File: src/rtl/nand_ecc_pkg.sv
package nand_ecc_pkg;
  localparam int WADDR_W        = 12;
  localparam int BIT_W          = 4;
  localparam int IDX_W          = WADDR_W + BIT_W;
  localparam int CODE_W         = 2 * IDX_W;
  localparam int CODE_BYTES     = CODE_W / 8;
  localparam int CNT_W          = 14;
  localparam int REG_AW         = 3;
  localparam int REG_DW         = 16;
  localparam int DATA_BYTES_MIN = 512;
  localparam int PAGE_BYTES_MIN = 528;

  localparam logic [REG_AW-1:0] RA_CTRL = 3'd0;
  localparam logic [REG_AW-1:0] RA_MODE = 3'd1;
  localparam logic [REG_AW-1:0] RA_STAT = 3'd2;
  localparam logic [REG_AW-1:0] RA_PAR  = 3'd3;
  localparam logic [REG_AW-1:0] RA_NPAR = 3'd4;

  typedef struct packed {
    logic done;
    logic mul;
    logic ecc;
    logic recov;
  } ecc_stat_t;
endpackage

File: src/rtl/nand_ecc_beat_par.sv
module nand_ecc_beat_par
  import nand_ecc_pkg::*;
#(
  parameter int DATA_W = 8
) (
  input  logic [WADDR_W-1:0] word_i,
  input  logic [DATA_W-1:0]  data_i,
  output logic [IDX_W-1:0]   p_o,
  output logic [IDX_W-1:0]   np_o
);
  logic [BIT_W-1:0] bx;
  logic [BIT_W-1:0] nbx;
  logic             odd;

  always_comb begin
    bx  = '0;
    nbx = '0;
    for (int i = 0; i < DATA_W; i++) begin
      if (data_i[i]) begin
        bx  = bx ^ BIT_W'(i);
        nbx = nbx ^ ~BIT_W'(i);
      end
    end
    odd  = ^data_i;
    p_o  = {word_i & {WADDR_W{odd}}, bx};
    np_o = {~word_i & {WADDR_W{odd}}, nbx};
  end
endmodule

File: src/rtl/nand_ecc_seq.sv
module nand_ecc_seq
  import nand_ecc_pkg::*;
#(
  parameter int DATA_W = 8,
  localparam int BPB        = DATA_W / 8,
  localparam int CODE_BEATS = CODE_BYTES / BPB,
  localparam int SLOT_W     = (CODE_BEATS > 1) ? $clog2(CODE_BEATS) : 1
) (
  input  logic               clk,
  input  logic               rst,
  input  logic               clr_i,
  input  logic               beat_i,
  input  logic [1:0]         mode_i,
  output logic [WADDR_W-1:0] word_o,
  output logic               data_ph_o,
  output logic               code_ph_o,
  output logic [SLOT_W-1:0]  code_slot_o,
  output logic               code_last_o,
  output logic [CNT_W-1:0]   cnt_o
);
  localparam int BASE_DATA  = DATA_BYTES_MIN / BPB;
  localparam int BASE_TOTAL = PAGE_BYTES_MIN / BPB;

  logic [CNT_W-1:0] cnt_q;
  logic [CNT_W-1:0] data_lim;
  logic [CNT_W-1:0] code_lim;
  logic [CNT_W-1:0] total_lim;
  logic [CNT_W-1:0] code_off;

  always_comb begin
    data_lim    = CNT_W'(BASE_DATA) << mode_i;
    total_lim   = CNT_W'(BASE_TOTAL) << mode_i;
    code_lim    = data_lim + CNT_W'(CODE_BEATS);
    code_off    = cnt_q - data_lim;
    data_ph_o   = cnt_q < data_lim;
    code_ph_o   = (cnt_q >= data_lim) && (cnt_q < code_lim);
    code_slot_o = code_off[SLOT_W-1:0];
    code_last_o = code_ph_o && (code_slot_o == SLOT_W'(CODE_BEATS - 1));
    word_o      = cnt_q[WADDR_W-1:0];
    cnt_o       = cnt_q;
  end

  always_ff @(posedge clk) begin
    if (rst || clr_i) begin
      cnt_q <= '0;
    end else if (beat_i && (cnt_q < total_lim)) begin
      cnt_q <= cnt_q + 1'b1;
    end
  end
endmodule

File: src/rtl/nand_ecc_classify.sv
module nand_ecc_classify
  import nand_ecc_pkg::*;
(
  input  logic [CODE_W-1:0] syn_i,
  output logic              recov_o,
  output logic              ecc_o,
  output logic              mul_o
);
  logic [IDX_W-1:0] sp;
  logic [IDX_W-1:0] sn;
  logic             zero;
  logic             one_hot;
  logic             mirrored;

  always_comb begin
    sp       = syn_i[IDX_W-1:0];
    sn       = syn_i[CODE_W-1:IDX_W];
    zero     = (syn_i == '0);
    one_hot  = $onehot(syn_i);
    mirrored = (sp == ~sn);
    recov_o  = !zero;
    ecc_o    = one_hot;
    mul_o    = !zero && !one_hot && !mirrored;
  end
endmodule

File: src/rtl/nand_ecc_engine.sv
module nand_ecc_engine
  import nand_ecc_pkg::*;
#(
  parameter int DATA_W = 8
) (
  input  logic              clk,
  input  logic              rst,
  input  logic              reg_wr,
  input  logic [REG_AW-1:0] reg_addr,
  input  logic [REG_DW-1:0] reg_wdata,
  output logic [REG_DW-1:0] reg_rdata,
  input  logic              beat_valid,
  input  logic [DATA_W-1:0] beat_data
);
  localparam int BPB        = DATA_W / 8;
  localparam int CODE_BEATS = CODE_BYTES / BPB;
  localparam int SLOT_W     = (CODE_BEATS > 1) ? $clog2(CODE_BEATS) : 1;

  logic [1:0]         mode_q;
  logic [IDX_W-1:0]   p_acc;
  logic [IDX_W-1:0]   np_acc;
  logic [IDX_W-1:0]   loc_q;
  logic [CODE_W-1:0]  code_q;
  logic [CODE_W-1:0]  code_now;
  logic [CODE_W-1:0]  syn;
  ecc_stat_t          stat_q;
  logic               clr;
  logic [WADDR_W-1:0] word;
  logic               data_ph;
  logic               code_ph;
  logic [SLOT_W-1:0]  slot;
  logic               code_last;
  logic [CNT_W-1:0]   cnt;
  logic [IDX_W-1:0]   p_c;
  logic [IDX_W-1:0]   np_c;
  logic               c_recov;
  logic               c_ecc;
  logic               c_mul;

  assign clr = reg_wr && (((reg_addr == RA_CTRL) && reg_wdata[0]) || (reg_addr == RA_MODE));

  nand_ecc_seq #(.DATA_W(DATA_W)) u_seq (
    .clk        (clk),
    .rst        (rst),
    .clr_i      (clr),
    .beat_i     (beat_valid),
    .mode_i     (mode_q),
    .word_o     (word),
    .data_ph_o  (data_ph),
    .code_ph_o  (code_ph),
    .code_slot_o(slot),
    .code_last_o(code_last),
    .cnt_o      (cnt)
  );

  nand_ecc_beat_par #(.DATA_W(DATA_W)) u_par (
    .word_i(word),
    .data_i(beat_data),
    .p_o   (p_c),
    .np_o  (np_c)
  );

  for (genvar s = 0; s < CODE_BEATS; s++) begin : g_slot
    assign code_now[s*DATA_W +: DATA_W] =
      (code_ph && (slot == SLOT_W'(s))) ? beat_data : code_q[s*DATA_W +: DATA_W];
  end

  assign syn = {np_acc, p_acc} ^ code_now;

  nand_ecc_classify u_cls (
    .syn_i  (syn),
    .recov_o(c_recov),
    .ecc_o  (c_ecc),
    .mul_o  (c_mul)
  );

  always_ff @(posedge clk) begin
    if (rst) begin
      mode_q <= '0;
    end else if (reg_wr && (reg_addr == RA_MODE)) begin
      mode_q <= reg_wdata[1:0];
    end
  end

  always_ff @(posedge clk) begin
    if (rst || clr) begin
      p_acc  <= '0;
      np_acc <= '0;
      code_q <= '0;
      stat_q <= '0;
      loc_q  <= '0;
    end else if (beat_valid) begin
      if (data_ph) begin
        p_acc  <= p_acc ^ p_c;
        np_acc <= np_acc ^ np_c;
      end
      if (code_ph) begin
        code_q <= code_now;
      end
      if (code_last) begin
        stat_q <= '{done: 1'b1, mul: c_mul, ecc: c_ecc, recov: c_recov};
        loc_q  <= syn[IDX_W-1:0];
      end
    end
  end

  always_ff @(posedge clk) begin
    if (rst) begin
      reg_rdata <= '0;
    end else begin
      case (reg_addr)
        RA_MODE: reg_rdata <= {{(REG_DW-2){1'b0}}, mode_q};
        RA_STAT: reg_rdata <= {{(REG_DW-4){1'b0}}, stat_q};
        RA_PAR:  reg_rdata <= stat_q.done ? loc_q : p_acc;
        RA_NPAR: reg_rdata <= np_acc;
        default: reg_rdata <= '0;
      endcase
    end
  end
endmodule

File: config.mk
export PLATFORM = sky130hd
export DESIGN_NAME = nand_ecc_engine
export DESIGN_NICKNAME = d
export VERILOG_FILES = /design/src/rtl/nand_ecc_pkg.sv /design/src/rtl/nand_ecc_beat_par.sv /design/src/rtl/nand_ecc_seq.sv /design/src/rtl/nand_ecc_classify.sv /design/src/rtl/nand_ecc_engine.sv
export SDC_FILE = /design/constraint.sdc
export NUM_CORES = 1
export LEC_CHECK = 0
export BUFFER_PORTS_ARGS = -buffer_cell sky130_fd_sc_hd__buf_2
export CAP_MARGIN = 10
export CORE_MARGIN = 5
export CORE_UTILIZATION = 50
export CTS_CLUSTER_DIAMETER = 120
export CTS_CLUSTER_SIZE = 24
export DETAILED_ROUTE_END_ITERATION = 12
export GPL_ROUTABILITY_DRIVEN = 0
export PLACE_DENSITY = 0.68
export SYNTH_ARGS = -nofsm -noshare
export SYNTH_HDL_FRONTEND = slang
export SYNTH_HIERARCHICAL = 1
export SYNTH_SLANG_ARGS = --single-unit
export TNS_END_PERCENT = 30
File: constraint.sdc
create_clock -name clk -period 15.7 [get_ports clk]
set_clock_uncertainty 0.2 [all_clocks]
set_input_delay 3.14 -clock clk [delete_from_list [all_inputs] [get_ports clk]]
set_output_delay 3.14 -clock clk [all_outputs]
set_load 0.02 [all_outputs]
* Word-level counts from Yosys, hierarchy flattened *
Index checks and enable logic that the tools add are counted.
Widths: inputs -> output; s select.

storage, ports and cells
  memories kept = 0
  bits in writable memories = 0
  logic and storage cells = 124
  input bits = 31
  bits in latches = 0
  bits in registers = 116
  bits in read-only memories = 0
  output and inout bits = 16

operators by class
  multiply operators = 0
  shifts and indexed selects = 2
  equal/unequal tests = 9
  muxes and demuxes = 21
  $add $sub $neg = 34
  div/mod/pow operators = 0
  reductions and logical operators = 23
  magnitude comparators = 4
  bitwise operators = 20

operators with widths
  kind                   number
  $add 6x6->6            15
  $pmux 16 s4            1
  $lt 14x14->1           3
  $add 1x1->2            16
  $logic_not 32->1       1
  $mux 4                 8
  $mux 8                 4
  $xor 16x16->16         2
  $xor 32x32->32         1
  $shl 10x2->14 const A  2
  $and 12x12->12         2
  $eq 16x16->1           1
  $mux 16                1
  $not 16->16            1
  $add 14x1->14 const B  1
  $add 14x3->14 const B  1
  $ge 14x14->1           1
  $mux 3                 4
  $not 12->12            1
  $not 2->2              6
  $not 3->3              4
  $logic_and 1x1->1      11
  $reduce_xor 8->1       1
  $eq 3x2->1 const B     2
  other kinds (15)       23

* Depth between registers and ports, before layout *
Gate-level depths: netlist (run 1).

  depth in word-level cells = 16
  depth in mapped cells = 33

* Modules after synthesis *
Netlist (run 1), hierarchy kept.

by module, submodules not included
  module             cells an instance  area an instance (um^2)  times used
  nand_ecc_engine    522                4,712.0                  1
  nand_ecc_classify  155                1,402.6                  1
  nand_ecc_seq       126                1,094.8                  1
  nand_ecc_beat_par  45                 286.5                    1

* Worst setup path after synthesis (run 1) *
OpenSTA, ideal clock, no wires.

  path type = input-to-reg
  start point = input beat_data[0]
  end point = register stat_q[2] (netlist name)
  stages on the path = 23
  arrival time = 9.089 ns
  buffers on the path = 1
  setup slack = 6.292 ns
  data required time = 15.380 ns
  library setup time = 0.120 ns
  path through = buf_2 -> mux2i_1 -> xnor2_1 -> inv_1 -> fa_1 -> fa_1 -> fa_1 -> inv_1 -> ha_1 -> fa_1 -> fa_1 -> ha_1 -> inv_1 -> fa_1 -> fa_1 -> inv_1 -> ha_1 -> a211oi_4 -> o211ai_1 -> nor4b_2 -> o311a_1 -> nand3_1 -> a21oi_1

on the way
  longest elaborated chain between the ends = 11
  elaborated cells on any way between the ends = 29
  classes of those cells = add/sub (15); eq/ne (2); mux (4); bitwise (2); reduce/logical (6)

RTL lines
  what                                             RTL line                 source
  from (decl)                                      nand_ecc_engine.sv:13    input logic [DATA_W-1:0] beat_data
  $mux 8 (*)                                       nand_ecc_engine.sv:65    (code_ph && (slot == SLOT_W'(s))) ? beat_data : code_q[s*DATA_W +: DATA_W];
  $xor 32x32->32 (*)                               nand_ecc_engine.sv:68    assign syn = {np_acc, p_acc} ^ code_now;
  named net syn[16]                                nand_ecc_engine.sv:25    logic [CODE_W-1:0] syn;
  $add 1x1->2 (not written as such)                nand_ecc_classify.sv:19  one_hot = $onehot(syn_i);
  $add 6x6->6 (not written as such) (4 in series)  nand_ecc_classify.sv:19
  $eq 6x1->1                                       nand_ecc_classify.sv:19
  $logic_not 1->1                                  nand_ecc_classify.sv:23  mul_o = !zero && !one_hot && !mirrored;
  $logic_and 1x1->1                                nand_ecc_classify.sv:23
  $logic_and 1x1->1 (*)                            nand_ecc_classify.sv:23
  named net c_mul                                  nand_ecc_engine.sv:38    logic c_mul;
  to (signal assigned)                             nand_ecc_engine.sv:101   stat_q <= '{done: 1'b1, mul: c_mul, ecc: c_ecc, recov: c_recov};
  to (decl)                                        nand_ecc_engine.sv:26    ecc_stat_t stat_q;

The timed path passes the listed nets; every way through them passes the cells marked *.
A chain may end at the register's enable or synchronous reset.

* Final worst setup path (run 1) *
Same ends and word-level chain as after synthesis.

==> impl_metrics.ini, run 1 <==
[clocking]
htreeDepth = 4
cts_tree = yes
clockRootBuffer = clkbuf_16
cts_resized = 0
cts.sinks = 116
clk_pin_slew_ns = 0.05
cts_hold_buf = 0
clk_latency_ns = 0.42
clock_path_buffers = 2
post-cts-setup-buffers = 0
cts_buffers = 17

[timing]
tightestPinTransition_ns = 1.21
setup-violations-final = 0
relSlewSlack_pct = 19.1
slew_viol_final = 0
final.setup.worst_slack_ns = 5.98
finalHoldViolations = 0
rsz0062_at_grt = no
fin_tns_setup_ns = 0
fin_crit_ns = 9.72
clock.fmax_ghz = 0.103
fin_crit_sh_pct = 61.9

[placed_design]
dpl_worst_slack_ns = 5.60
numPortBuffers = 32
dp_hpwl_um = 13000

[floorplanning]
die_h_um = 132
initial_core_util_pct = 51.2
coreArea_sq_um = 14600
ios = 47
die-area_sq_um = 17500
fp.dieW_um = 132
row_count = 44

[detailed_routing]
drc = 0
drt_iter0_drc = 377
vias = 5634
ant_nets = 0
post_drt_via_cell_ratio = 5.41
wl_per_cell_um = 17.0
drt-pass1-iter-count = 5
totalWireLength_um = 17700

[global_route]
track_usage_pct = 20.5
grt_max_degree = 86
grt_overflow_total = 0
grt_pass1_vias = 5313
grt_antenna_before_repair = 0
grt_pass1_wl_um = 28500

[yosys]
synth_xor_area_share_pct = 12.5
synthMuxAreaShare_pct = 7.61
ys_seq_elements = 116
synth_ff_type = dfxtp_1
yosys.area_share.simple_pct = 19.1
synth.distinct_cells = 66
syn_area_sq_um = 7500
synth_compound_area_share_pct = 10.1
synth_area_leaders = dfxtp_1, mux2i_1, xnor2_1
synthCells = 848
synth_warnings = 6
ys_seq_area_share_pct = 31.0
synthAdderAreaFrac_pct = 11.8
ys_async_sr_fraction_pct = 0
synth_top_area_cell = dfxtp_1
avgSynthCellArea_sq_um = 8.84
synth-edff-count = 0
yosys.area.top_type_share_pct = 31.0
synth_top_family_by_area = simple AND/OR/NAND/NOR gates
syn-num-nets = 936

[setup_path]
start_kind = primary input
path_class = primary input to flip-flop
slowest_delay_ns = 0.60
rrSetupSlack_ns = 6.42
path_cells = buf_2, mux2i_1, xnor2_1, inv_1, fa_1, fa_1, fa_1, inv_1, ha_1, fa_1, fa_1, ha_1, inv_1, fa_1, fa_1, inv_1, ha_1, a211oi_4, nor4b_2, nor4b_2, o311a_1, nand3_1, a21oi_1
critical_path_required_ns = 15.85
crit_path_end_kind = flip-flop
cp.arrival_ns = 9.87
crit_top_cell = fa_1
path_max_fanout = 10
cp_slowest_cell = fa_1

[finish]
final.fill_count = 1369
drive_gt1_share_pct = 10.6
multiInputGateArea_sq_um = 4590
final_cell_mix = dfxtp_1, nand2_1, nor2_1
fin_nets = 934
seq_area_sq_um = 2320
syn_to_final_growth_pct = 8.08
mostFrequentLayoutCell = dfxtp_1
antenna_cells = 0
utilization_pct = 55.3

[pwr]
cellPowerDensity_nw_per_um2 = 139
combPwrFrac_pct = 38.8
power.switching_mw = 0.410
seqPwrFrac_pct = 28.7
leakagePower_nw = 3.21
switching_share_pct = 36.5
internal_power_mw = 0.715
vdd_drop_max_v = 0.0000816
power.share.clock_pct = 32.5

[job]
maxCapViolCount = 0

[status]
outcome = complete, no violations

[worst_hold_path]
min_path_type = flip-flop to flip-flop
## path summary, 6_finish.rpt
check,to,start,cells past startpoint
worst min-delay path,code_q[27],code_q[27],2
worst min register to register,code_q[27],code_q[27],2
worst max register to register,stat_q[2],mode_q[0],28
worst max-delay path,stat_q[2],beat_data[0],23
## power groups by stage
stage	clock [mW]	combinational (mW)	sequential (mW)
after floorplan	0	0.344	0.324
after global placement	0	0.424	0.329
after detailed placement	0	0.435	0.329
after CTS	0.371	0.435	0.323
after global routing	0.386	0.490	0.324
final	0.366	0.436	0.323
## cell usage after synthesis, types with 17 or more instances
cell,number
a21oi_1,34
and2_1,17
buf_2,24
buf_4,26
dfxtp_1,116
fa_1,23
ha_1,34
inv_1,58
mux2i_1,57
nand2_1,109
nor2_1,93
xnor2_1,65
xor2_1,42
## state kept, by name (all words and copies together) (netlist names)
name,cells
code_q,32
loc_q,16
mode_q,2
np_acc,16
p_acc,16
reg_rdata,16
stat_q,4
u_seq/cnt_o,14
## per-layer routing
layer / vias to the layer above / wire (um) / part of all wire (%) / track usage [%]
met4: 0 / 253 / 1.4 / 6.35
li1: 2797 / - / - / -
met2: 132 / 8080 / 46 / 31.7
met5: - / 0 / 0 / 0
met1: 2686 / 8410 / 47 / 28.3
met3: 19 / 966 / 5.5 / 5.05
## critical path, delay by kind of cell
family                     cells  cell delay (ns)
adders and majority gates     10             4.42
AOI/OAI and AO/OA              3             0.71
and+or+nand+nor                3             0.62
buffers and inverters          5             0.52
xor gates and xnor gates       1             0.30
muxes                          1             0.16
## stage by stage
| step | std cells | instance area (sq um) | power (mW) | hold slack, ns |
|---|---|---|---|---|
| finish | 1042 | 8100 | 1.13 | 0.252 |
| global route | 1042 | 8100 | 1.20 | 0.271 |
| CTS | 1042 | 8100 | 1.13 | 0.254 |
| detailed placement | 1011 | 7550 | 0.764 | 0.246 |
| global placement | 1011 | 7550 | 0.754 | 0.241 |
| floorplan | 848 | 7500 | 0.668 | 0.235 |
## area by class of cell
| type | count | area share [%] |
|---|---|---|
| clock buffer | 20 | 5.39 |
| clock inverter | 11 | 1.39 |
| inverter | 59 | 2.73 |
| multi-input combinational | 616 | 56.6 |
| sequential | 116 | 28.7 |
| tap | 184 | 2.84 |
| timing repair buffer | 36 | 2.35 |
## cell families after synthesis
family	after synthesis
and+or+nand+nor	297
DFF	116
buffers and inverters	116
xor gates and xnor gates	107
AOI/OAI and AO/OA	97
adders and majority gates	57
muxes	57
other	1
(Power assumes the default switching activity.)
==> run 2, diff against run 1 <==
--- a/config.mk
+++ b/config.mk
@@ -5,6 +5,7 @@
 export SDC_FILE = /design/constraint.sdc
 export NUM_CORES = 1
 export LEC_CHECK = 0
+export ABC_AREA = 1
 export BUFFER_PORTS_ARGS = -buffer_cell sky130_fd_sc_hd__buf_2
 export CAP_MARGIN = 10
 export CORE_MARGIN = 5
@@ -13,7 +14,7 @@
 export CTS_CLUSTER_SIZE = 24
 export DETAILED_ROUTE_END_ITERATION = 12
 export GPL_ROUTABILITY_DRIVEN = 0
-export PLACE_DENSITY = 0.68
+export PLACE_DENSITY = 0.67
 export SYNTH_ARGS = -nofsm -noshare
 export SYNTH_HDL_FRONTEND = slang
 export SYNTH_HIERARCHICAL = 1
==> constraint.sdc (replaced) <==
create_clock -name clk -period 9.7 [get_ports clk]
set_clock_uncertainty 0.2 [all_clocks]
set_input_delay 1.94 -clock clk [delete_from_list [all_inputs] [get_ports clk]]
set_output_delay 1.94 -clock clk [all_outputs]
set_load 0.02 [all_outputs]
==> run 2 against run 1 <==
Effect of this change:
- synthesized cell count up 46%
- core utilization rose by 0.18 points
- global-route usage rose by 2.9 points
==> impl_metrics.ini, run 2 <==
[status]
outcome = complete, no violations

[setup_path]
start_kind = flip-flop
slowest_delay_ns = 0.55
path_class = flip-flop to flip-flop
cp.arrival_ns = 8.54
r2r_end = stat_q[2]
rrSetupSlack_ns = 1.23
r2r.worst_path.cells = 30
timing.rr.start = mode_q[0]
cp_slowest_cell = fa_1
critical_path_required_ns = 9.77
path_max_fanout = 16
crit_path_end_kind = flip-flop
crit_top_cell = fa_1

[timing]
clock.fmax_ghz = 0.118
finalHoldViolations = 0
setup-violations-final = 0
fin_tns_setup_ns = 0
tightestPinTransition_ns = 1.07
relSlewSlack_pct = 28.9
slew_viol_final = 0
rsz0062_at_grt = no
fin_crit_ns = 8.47
fin_crit_sh_pct = 87.3

[clocking]
cts.sinks = 116
clockRootBuffer = clkbuf_16
clock_path_buffers = 2
post-cts-setup-buffers = 0
cts_buffers = 17
clk_pin_slew_ns = 0.06
htreeDepth = 4
cts_tree = yes
clk_latency_ns = 0.43
cts_resized = 0
cts_hold_buf = 0

[finish]
syn_to_final_growth_pct = 8.43
largest_reg_flops = 32
largest_register = code_q
drive_gt1_share_pct = 9.61
antenna_cells = 0
final_cell_mix = nand2_1, inv_1, nor2_1
mostFrequentLayoutCell = nand2_1
utilization_pct = 55.5
fin_nets = 1324

[yosys]
ys_async_sr_fraction_pct = 0
synth.most_common_cell = nand2_1
synth_area_leaders = dfxtp_1, nand2_1, inv_1
yosys.area.top_type_share_pct = 28.5
synth.distinct_cells = 39
ys_seq_elements = 116
synthCells = 1236
syn_area_sq_um = 8160
avgSynthCellArea_sq_um = 6.60
synth_warnings = 6
synth_top_area_cell = dfxtp_1
ys_seq_area_share_pct = 28.5
syn-num-nets = 1324
synth-edff-count = 0
synth_ff_type = dfxtp_1
synthTopCellsByCount = nand2_1, inv_1, nor2_1

[worst_hold_path]
min_path_type = flip-flop to flip-flop
hold_depth = 2
hp-start = code_q[14]
hold_path_end = code_q[14]

[detailed_routing]
drt-pass1-iter-count = 7
drt_iter0_drc = 621
wl_per_cell_um = 14.5
vias = 7433
drc = 0
ant_nets = 0
post_drt_via_cell_ratio = 5.07
totalWireLength_um = 21200

[pwr]
vdd_drop_max_v = 0.000261
cellPowerDensity_nw_per_um2 = 193
internal_power_mw = 1.11
switching_share_pct = 35.0
leakagePower_nw = 4.20
power.switching_mw = 0.598
seqPwrFrac_pct = 30.1
power.share.clock_pct = 36.8
combPwrFrac_pct = 33.0

[global_route]
grt_pass1_wl_um = 34100
grt_antenna_before_repair = 0
grt_max_degree = 85
grt_pass1_vias = 6802
track_usage_pct = 23.4
grt_overflow_total = 0

[floorplanning]
die-area_sq_um = 19000
coreArea_sq_um = 15900
ios = 47
fp.dieW_um = 138
initial_core_util_pct = 51.2
row_count = 46
die_h_um = 138

[placed_design]
numPortBuffers = 32
dp_hpwl_um = 15100

[job]
maxCapViolCount = 0
## run 2: metrics by stage
step	std cells	total power, mW	hold slack [ns]	cell area (sq um)	worst slack (ns)
5_1_grt	1465	1.83	0.277	8850	0.817
4_1_cts	1465	1.72	0.263	8850	1.27
3_5_place_dp	1433	1.09	0.255	8260	1.05
3_3_place_gp	1433	1.07	0.249	8260	1.12
2_1_floorplan	1236	0.967	0.241	8160	1.75
6_report	1465	1.71	0.264	8850	1.23
## run 2: kinds of logic (layout without fill, tap and decap cells)
kind of cell | Yosys count | count (layout) | synth area share, %
AO/OA/AOI/OAI | 106 | 106 | 7.07
XOR/XNOR | 59 | 59 | 6.33
buffers and inverters | 229 | 242 | 12.6
AND/OR/NAND/NOR | 668 | 668 | 34.7
adder cells (fa/ha/maj) | 57 | 57 | 10.9
flip-flops | 116 | 116 | 28.5
other | 1 | 1 | 0.0460
## run 2: worst max-delay path, delay by kind of cell, from the launching register on
| family | cells | cell delay, ns |
|---|---|---|
| and+or+nand+nor | 12 | 1.81 |
| adders and majority gates | 11 | 4.79 |
| DFF | 1 | 0.38 |
| xor gates and xnor gates | 1 | 0.29 |
| buffers and inverters | 3 | 0.24 |
| AOI/OAI and AO/OA | 3 | 0.59 |
## run 2: area by class of cell
type,instances,area [sq um]
clock buffers,22,484
well taps,216,270
repair buffers,36,190
fillers,1593,7090
flip-flops and latches,116,2320
clock inverters,10,104
multi-input cells,891,4820
inverters,174,653
## run 2: per-layer routing
metal | GRT usage, % | vias up | share of wire [%]
li1 | - | 3790 | -
met1 | 30.5 | 3411 | 45
met2 | 38.7 | 183 | 47
met3 | 5.30 | 49 | 5.5
met4 | 7.52 | 0 | 2.5
met5 | 0 | - | 0
## run 2: how the worst max path moves through the flow
stage | end | slack, ns | depth (start not counted) | startpoint
floorplan | stat_q[2] | 1.75 | 24 | beat_data[0]
global placement | stat_q[2] | 1.12 | 25 | beat_data[3]
detailed placement | stat_q[2] | 1.05 | 25 | beat_data[3]
CTS | stat_q[2] | 1.27 | 30 | mode_q[1]
global route | stat_q[2] | 0.82 | 30 | mode_q[0]
finish | stat_q[2] | 1.23 | 30 | mode_q[0]
## run 2: power by group through the flow
stage,sequential [mW],combinational [mW],clock (mW)
2_1_floorplan,0.516,0.450,0
3_3_place_gp,0.525,0.550,0
3_5_place_dp,0.525,0.566,0
4_1_cts,0.515,0.570,0.633
5_1_grt,0.517,0.655,0.659
6_report,0.515,0.564,0.629
==> run 3, diff against run 2 <==
==> constraint.sdc (replaced) <==
create_clock -name clk -period 9.7 [get_ports clk]
set_clock_uncertainty 0.2 [all_clocks]
set_input_delay 1.455 -clock clk [delete_from_list [all_inputs] [get_ports clk]]
set_output_delay 1.455 -clock clk [all_outputs]
set_load 0.02 [all_outputs]
==> run 3 against run 2 <==
Effect of this change:
- global-route usage up 0.080 points
- sequential power is essentially flat
- core utilization about the same
- via count fell by 0.78%
- routed wire length is 0.85% lower
- critical path type unchanged
- cell area is essentially flat
- maximum frequency up 1.1%
- sequential share of layout area hardly changed
==> impl_metrics.ini, run 3 (synthesized netlist as in run 2, its figures left out) <==
[global_route]
grt_overflow_total = 0
grt_max_degree = 85
grt_pass1_vias = 6781
track_usage_pct = 23.5
grt_antenna_before_repair = 0
grt_pass1_wl_um = 34500

[finish]
syn_to_final_growth_pct = 8.49
mostFrequentLayoutCell = nand2_1
antenna_cells = 0
fin_nets = 1325
final_cell_mix = nand2_1, inv_1, nor2_1
layoutNonFillerInstCount = 1465
largest_register = code_q
largest_reg_flops = 32
drive_gt1_share_pct = 9.53

[detailed_routing]
post_drt_via_cell_ratio = 5.03
drt-pass1-iter-count = 5
vias = 7375
drt_iter0_drc = 543
wl_per_cell_um = 14.4
ant_nets = 0
totalWireLength_um = 21100
drc = 0

[placed_design]
dp_hpwl_um = 15100
dpl_worst_slack_ns = 1.36
dp.cells = 1434
numPortBuffers = 32

[clocking]
htreeDepth = 4
cts_resized = 0
clockRootBuffer = clkbuf_16
post-cts-setup-buffers = 0
clk_pin_slew_ns = 0.05
cts_buffers = 17
clock_path_buffers = 2
cts.sinks = 116
cts_hold_buf = 0
cts_tree = yes
clk_latency_ns = 0.42

[timing]
setup-violations-final = 0
clock.fmax_ghz = 0.119
fin_tns_setup_ns = 0
relSlewSlack_pct = 31.9
final.setup.worst_slack_ns = 1.33
tightestPinTransition_ns = 1.02
finalHoldViolations = 0
slew_viol_final = 0
fin_crit_ns = 8.37
rsz0062_at_grt = no
fin_crit_sh_pct = 86.3

[job]
maxCapViolCount = 0

[setup_path]
path_max_fanout = 16
slowest_delay_ns = 0.55
crit_top_cell = fa_1
start_kind = flip-flop
path_class = flip-flop to flip-flop
critical_path_required_ns = 9.76
cp_slowest_cell = fa_1
cp.arrival_ns = 8.43
crit_path_end_kind = flip-flop

[pwr]
leakagePower_nw = 4.20
totalPowerFinal_mw = 1.72
vdd_drop_max_v = 0.000215
cellPowerDensity_nw_per_um2 = 195

[floorplanning]
row_count = 46
die-area_sq_um = 19000
initial_core_util_pct = 51.2
ios = 47
die_h_um = 138
fp.dieW_um = 138
coreArea_sq_um = 15900

[worst_hold_path]
min_path_type = flip-flop to flip-flop

[status]
outcome = complete, no violations
-- run 3: changes by cell type in the layout (fill, tap and decap cells not counted), sizes merged --
cell      change
clkbuf        -1
clkinv        -2
clkinvlp      +1
bufinv        +1
buf           +1
-- run 3: worst paths after layout --
path | from | slack (ns) | cells past startpoint | end
setup reg to reg | mode_q[1] | 1.33 | 30 | stat_q[2]
hold / removal | stat_q[2] | 0.26 | 2 | stat_q[2]
setup / recovery | mode_q[1] | 1.33 | 30 | stat_q[2]
hold reg to reg | stat_q[2] | 0.26 | 2 | stat_q[2]
-- run 3: metrics by stage --
stage	area [sq um]	hold slack, ns	util (%)
after floorplan	8160	0.241	-
after global placement	8260	0.249	51.8
after detailed placement	8260	0.252	51.8
after CTS	8850	0.261	55.5
after global routing	8850	0.283	55.5
final	8850	0.262	55.5
-- run 3: worst max-delay path, delay by kind of cell (launching register included) --
| kind | cells | cell delay (ns) |
|---|---|---|
| compound gates | 3 | 0.58 |
| flops | 1 | 0.38 |
| fa+ha+maj | 11 | 4.81 |
| simple gates | 12 | 1.75 |
| xor+xnor | 1 | 0.25 |
| buf+inv | 3 | 0.21 |
-- run 3: layer usage --
metal	track usage [%]	vias up	routed length (um)
li1	-	3785	-
met1	31.2	3390	9540
met2	37.6	166	9860
met3	4.93	34	1120
met5	0	-	0
met4	9.00	0	535
-- run 3: where the power goes --
group          leakage, nW  switching, mW  internal [mW]
registers            0.939         0.0220          0.492
logic                 2.97          0.352          0.217
clock network        0.292          0.227          0.413
total                 4.20          0.601           1.12
-- run 3: cell type report --
type | instances | area [sq um]
tap | 216 | 270
sequential | 116 | 2320
clock inverter | 10 | 131
timing repair buffer | 37 | 198
fill | 1594 | 7090
inverter | 174 | 653
multi-input combinational | 891 | 4820
clock buffer | 21 | 460
